[src/rtl/latched_counter64_pkg.sv]
// Package: register offsets and control-bit positions of the latched counter.
// Assumes byte offsets on a 4-bit address; neighbours decode these values.
package latched_counter64_pkg;
    localparam int OFS_CTRL  = 'h0;
    localparam int OFS_SNAPL = 'h4;
    localparam int OFS_SNAPH = 'h8;

    localparam int CB_CLEAR = 0;
    localparam int CB_GRAB  = 1;
    localparam int CB_SYNC  = 4;
endpackage

[src/rtl/cmd_handshake.sv]
// Module: cmd_handshake
// Turns a one-cycle command request into a busy flag that stays high for
// DELAY cycles, and a done pulse in the last of them. A request that arrives
// while busy is dropped. Assumes DELAY >= 1.
module cmd_handshake #(
    parameter int DELAY = 2
) (
    input  logic clk,
    input  logic rst_n,
    input  logic start,
    output logic busy,
    output logic done
);
    localparam int CW = (DELAY > 1) ? $clog2(DELAY) : 1;

    logic [CW-1:0] age;

    assign done = busy && (age == CW'(DELAY - 1));

    // Track how long the current command has been pending.
    always_ff @(posedge clk) begin
        if (!rst_n) begin
            busy <= 1'b0;
            age  <= '0;
        end else if (busy) begin
            if (done) begin
                busy <= 1'b0;
                age  <= '0;
            end else begin
                age <= age + 1'b1;
            end
        end else if (start) begin
            busy <= 1'b1;
            age  <= '0;
        end
    end

    // A new command raises busy on the next edge.
    assert_busy_rises_R2: assert property (@(posedge clk) disable iff (!rst_n)
        (start && !busy) |=> busy);
    // A repeated request cannot cut short or extend a running command.
    assert_busy_holds_R8: assert property (@(posedge clk) disable iff (!rst_n)
        (busy && !done) |=> busy);
    assert_busy_ends_R8: assert property (@(posedge clk) disable iff (!rst_n)
        done |=> !busy);
endmodule

[src/rtl/free_counter.sv]
// Module: free_counter
// Wide up-counter: zeroed on clear, frozen on hold, else +1 per tick.
// Assumes clear wins over hold and tick in the same cycle.
module free_counter #(
    parameter int CNT_W = 64
) (
    input  logic             clk,
    input  logic             rst_n,
    input  logic             tick,
    input  logic             hold,
    input  logic             clear,
    output logic [CNT_W-1:0] count
);
    // Advance, hold or zero the count.
    always_ff @(posedge clk) begin
        if (!rst_n || clear) begin
            count <= '0;
        end else if (tick && !hold) begin
            count <= count + 1'b1;
        end
    end

    assert_tick_inc_R5: assert property (@(posedge clk) disable iff (!rst_n)
        (tick && !hold && !clear) |=> (count == $past(count) + 1'b1));
    assert_idle_keeps_R5: assert property (@(posedge clk) disable iff (!rst_n)
        (!tick && !clear) |=> $stable(count));
    assert_hold_freezes_R6: assert property (@(posedge clk) disable iff (!rst_n)
        (hold && !clear) |=> $stable(count));
endmodule

[src/rtl/snap_bank.sv]
// Module: snap_bank
// Holds one captured copy of the counter; loads it only on capture.
// Assumes capture is a single-cycle pulse.
module snap_bank #(
    parameter int CNT_W = 64
) (
    input  logic             clk,
    input  logic             rst_n,
    input  logic             capture,
    input  logic [CNT_W-1:0] count_in,
    output logic [CNT_W-1:0] snap
);
    // Load the snapshot on capture only.
    always_ff @(posedge clk) begin
        if (!rst_n) begin
            snap <= '0;
        end else if (capture) begin
            snap <= count_in;
        end
    end

    assert_snap_stable_R7: assert property (@(posedge clk) disable iff (!rst_n)
        !capture |=> $stable(snap));
endmodule

[src/rtl/latched_counter64.sv]
// Module: latched_counter64
// Top level: register decode, sync bit, and two command handshakes around a
// free-running counter and its snapshot. Reads are combinational from
// reg_addr. Assumes CNT_W <= 2*DATA_W and a single clock domain.
module latched_counter64 #(
    parameter int CNT_W  = 64,
    parameter int DATA_W = 32,
    parameter int ADDR_W = 4,
    parameter int DELAY  = 2
) (
    input  logic              clk,
    input  logic              rst_n,
    input  logic              tick,
    input  logic              reg_wr,
    input  logic [ADDR_W-1:0] reg_addr,
    input  logic [DATA_W-1:0] reg_wdata,
    output logic [DATA_W-1:0] reg_rdata
);
    import latched_counter64_pkg::*;

    localparam int HI_W = CNT_W - DATA_W;

    logic             ctrl_wr;
    logic             sync_q;
    logic             clr_busy, clr_done;
    logic             grab_busy, grab_done;
    logic [CNT_W-1:0] count_q;
    logic [CNT_W-1:0] snap_q;
    logic             wdata_unused;

    assign ctrl_wr      = reg_wr && (reg_addr == ADDR_W'(OFS_CTRL));
    assign wdata_unused = ^reg_wdata;

    // Sync bit: loaded by every control write.
    always_ff @(posedge clk) begin
        if (!rst_n) begin
            sync_q <= 1'b0;
        end else if (ctrl_wr) begin
            sync_q <= reg_wdata[CB_SYNC];
        end
    end

    cmd_handshake #(.DELAY(DELAY)) u_clr_hs (
        .clk   (clk),
        .rst_n (rst_n),
        .start (ctrl_wr && reg_wdata[CB_CLEAR]),
        .busy  (clr_busy),
        .done  (clr_done)
    );

    cmd_handshake #(.DELAY(DELAY)) u_grab_hs (
        .clk   (clk),
        .rst_n (rst_n),
        .start (ctrl_wr && reg_wdata[CB_GRAB]),
        .busy  (grab_busy),
        .done  (grab_done)
    );

    free_counter #(.CNT_W(CNT_W)) u_count (
        .clk   (clk),
        .rst_n (rst_n),
        .tick  (tick),
        .hold  (sync_q),
        .clear (clr_done),
        .count (count_q)
    );

    snap_bank #(.CNT_W(CNT_W)) u_snap (
        .clk      (clk),
        .rst_n    (rst_n),
        .capture  (grab_done),
        .count_in (count_q),
        .snap     (snap_q)
    );

    // Read mux: status word or one half of the snapshot.
    always_comb begin
        reg_rdata = '0;
        if (reg_addr == ADDR_W'(OFS_CTRL)) begin
            reg_rdata[CB_CLEAR] = clr_busy;
            reg_rdata[CB_GRAB]  = grab_busy;
            reg_rdata[CB_SYNC]  = sync_q;
        end else if (reg_addr == ADDR_W'(OFS_SNAPL)) begin
            reg_rdata = snap_q[DATA_W-1:0];
        end else if (reg_addr == ADDR_W'(OFS_SNAPH)) begin
            reg_rdata = DATA_W'(snap_q[CNT_W-1:DATA_W]);
        end
    end

    // Clear finishing leaves the counter at zero.
    assert_clear_zero_R2: assert property (@(posedge clk) disable iff (!rst_n)
        $fell(clr_busy) |-> (count_q == '0));
    // Capture finishing holds the pre-edge count.
    assert_grab_value_R3: assert property (@(posedge clk) disable iff (!rst_n)
        $fell(grab_busy) |-> (snap_q == $past(count_q)));
    // Sync bit follows control writes only.
    assert_sync_load_R6: assert property (@(posedge clk) disable iff (!rst_n)
        !ctrl_wr |=> $stable(sync_q));
    // Width assumption of the read path.
    initial assert_width_fit_R4: assert (HI_W <= DATA_W && HI_W > 0);
endmodule

[config.mk]
export PLATFORM = sky130hd
export DESIGN_NAME = latched_counter64
export DESIGN_NICKNAME = d
export VERILOG_FILES = /design/src/rtl/latched_counter64_pkg.sv /design/src/rtl/cmd_handshake.sv /design/src/rtl/free_counter.sv /design/src/rtl/snap_bank.sv /design/src/rtl/latched_counter64.sv
export SDC_FILE = /design/constraint.sdc
export NUM_CORES = 1
export LEC_CHECK = 0
export ABC_CLOCK_PERIOD_IN_PS = 2200
export BUFFER_PORTS_ARGS = -buffer_cell sky130_fd_sc_hd__clkbuf_2
export CAP_MARGIN = 10
export CORE_ASPECT_RATIO = 1.25
export CORE_MARGIN = 2
export CORE_UTILIZATION = 58
export CTS_CLUSTER_SIZE = 16
export DETAILED_ROUTE_END_ITERATION = 8
export PLACE_DENSITY = 0.79
export SYNTH_ARGS = -nofsm -noshare
export SYNTH_HDL_FRONTEND = slang
export SYNTH_SLANG_ARGS = --single-unit
export TNS_END_PERCENT = 5
[constraint.sdc]
create_clock -name clk -period 2.2 [get_ports clk]
set_input_delay 0 -clock clk [delete_from_list [all_inputs] [get_ports clk]]
set_output_delay 0 -clock clk [all_outputs]
set_load 0.02 [all_outputs]
==> results.toml <==
[floorplan]
core_um2 = 10500
start_util = 0.592
die-area_um2 = 11600
die_w_um = 96.7
pin_count = 72
num_rows = 42
die_h_um = 120

[sta]
slew_headroom = 0.625
period_share = 0.965
finalSetupViolations = 0
finalCriticalPeriod_ns = 2.12
rsz0062_at_grt = "true"
skew_ns = 0.00660
slew_violations = 0
worst_pin_slew_ns = 0.562
finalSetupTns_ns = 0
hold_viol = 0
max_clock_freq_mhz = 471

[setup_path]
cp_num_buf_inv = 1
slowest_delay_ns = 0.46
crit_chain = "and4b_2 -> buf_4 -> and4_1 -> nand4_4 -> or4_1 -> a21oi_1"
critical_path_depth = 6
critPathSlowestCell = "or4_1"
path_class = "reg -> reg"
worstPathRequired_ns = 2.54
crit_path_start_kind = "flip-flop"
crit_fanout = 10
r2r_cells = 6
crit_arrival_ns = 2.46
path_delay_family = "simple AND/OR/NAND/NOR gates"
crit_path_end_kind = "flip-flop"

[logic_synthesis]
synthArstFlopShare = 0
ys.flop_type = "dfxtp_1"
synth_edf_count = 0
postSynthNetCount = 805
syn_area_um2 = 6220
yosysTopAreaCell = "dfxtp_1"
ys_ff_latch = 133
ys_seq_area_frac = 0.428
synth_cell_types = 49
synth_top_cells_by_count = "155 x nand2_1, 133 x dfxtp_1, 66 x a21boi_0, 66 x nor2_1"
synthTopCellsByArea = "dfxtp_1 43%, nand2_1 9.3%, a21boi_0 8.0%, nor2_1 4.0%, a22oi_1 3.9%"
syn_inst = 764
ys_warn_count = 0
synth_most_common_cell = "nand2_1"
synth_top_area_frac = 0.428
avgSynthCellArea_um2 = 8.15

[finish]
final_core_util = 0.700
nets = 861
antennaDiodeCount = 0
nFillCells = 832
drive_above_1_share = 0.161
seq_area_um2 = 2660
multi_input_area_um2 = 3350
area_growth_pct = 18.2

[global_routing]
grt_pass1_vias = 5606
busiest_layer = "met2"
grt.total_usage = 0.281
antenna_found_initial = 0
grt_use_met3 = 0.0524
use_met1 = 0.353
grt_pass1_wl_um = 26700
grt.overflow.total = 0
grt_max_degree = 71
grt_util_met2 = 0.484

[pwr]
peakVddDrop_v = 0.000459
p_leak_nw = 2.59
pwr-share-clk = 0.507
p_comb_frac = 0.024
power_switching_share = 0.214
pwr-share-seq = 0.469
power_density_nw_per_um2 = 703
power.internal_mw = 4.06
p_sw_mw = 1.11

[placement]
gp_congestion = 0.889
hpwl_um = 10700
numPortBuffers = 42

[detailed_routing]
dr_total_vias = 5848
drc = 0
first_pass_iters = 6
wire_per_inst_um = 16.9
drt-vias-per-instance = 6.06
routed_wl_um = 16300
ant_nets = 0
drtIter0Drc = 534

[hold_path]
hold_path_depth = 4
hp-class = "in -> reg"

[cts]
cts-root-buf = "clkbuf_16"
clk_pin_slew_ns = 0.06
cts_tree = "built"
clock_path_buffers = 2
clock-sinks = 133
clkLatencyLatePin_ns = 0.42
htree_levels = 4
postCtsSetupBuffers = 0
cts_made_buffers = 17

[job]
drv_cap = 0

[run_status]
status = "completed"
[stage by stage]
stage | hold WS [ns] | total power, mW | setup slack (ns) | area (µm²) | cells
after floorplan | 0.233 | 2.55 | 0.298 | 6220 | 764
after global placement | 0.346 | 2.58 | 0.162 | 6750 | 928
after detailed placement | 0.358 | 2.59 | 0.0940 | 6750 | 928
after CTS | 0.0187 | 5.17 | 0.0538 | 7340 | 965
after global routing | 0.0341 | 5.30 | 0.00772 | 7350 | 965
final | 0.0531 | 5.17 | 0.0781 | 7350 | 965
[logic make-up after synthesis]
kind of cell             Yosys count  synth area share
XOR/XNOR                          34            0.0478
flip-flops                       133             0.428
adder cells (fa/ha/maj)            1           0.00201
AO/OA/AOI/OAI                    162             0.174
multiplexers                       1           0.00161
buffers and inverters             62            0.0396
AND/OR/NAND/NOR                  371             0.308
[sequential cells by signal, indices dropped and copies added, names as in the netlist]
| signal | flops |
|---|---|
| u_count.count | 64 |
| u_grab_hs.busy | 1 |
| u_clr_hs.age | 1 |
| sync_q | 1 |
| u_clr_hs.busy | 1 |
| u_grab_hs.age | 1 |
| u_snap.snap | 64 |
[path summary, 6_finish.rpt]
kind	start	to	slack, ns
hold / removal	reg_wr	u_grab_hs.age	0.05
setup / recovery	u_count.count[2]	u_count.count[60]	0.08
setup reg to reg	u_count.count[2]	u_count.count[60]	0.08
hold reg to reg	u_snap.snap[25]	u_snap.snap[25]	0.46
[final cells by class]
type | instances | share of cell area
clock buffers | 23 | 0.0636
well taps | 132 | 0.0225
inverters | 15 | 0.00766
repair buffers | 84 | 0.0783
multi-input cells | 569 | 0.455
clock inverters | 9 | 0.0107
flip-flops and latches | 133 | 0.362
[worst min-delay path, stage by stage]
cell and delay (ns):
clkbuf_2 0.14, nand3_1 0.12, nand3_1 0.10, a21boi_0 0.06
[per-layer routing]
layer	vias up	wire [µm]
li1	2788	-
met1	2785	6680
met2	231	8200
met3	44	1070
met4	0	331
met5	-	0
[power by group through the flow]
| stage | logic (mW) | registers, mW | clock network [mW] |
|---|---|---|---|
| after global routing | 0.136 | 2.42 | 2.74 |
| after CTS | 0.124 | 2.42 | 2.63 |
| after detailed placement | 0.117 | 2.47 | 0 |
| final | 0.126 | 2.42 | 2.62 |
| after global placement | 0.113 | 2.47 | 0 |
| after floorplan | 0.0773 | 2.47 | 0 |
[cells in the final DEF (no fill, tap or decap), types with 13 or more instances in the layout]
cell type    n
xnor2_1     25
nand4_1     22
dfxtp_1    132
nand3_1     23
a21boi_0    66
nor2_1      66
buf_4       34
clkbuf_2    42
or3_1       13
o21ai_0     23
a21oi_1     33
inv_1       15
nand2_1    153
clkbuf_16   17
a22oi_1     32
nor4_1      16
[what timing repair did]
item,in CTS,in global routing
endpoints found under the setup margin,0,4
endpoints found under the hold margin,3,0
hold buffers,5,0
resized for setup,0,3
(Power assumes the default switching activity.)
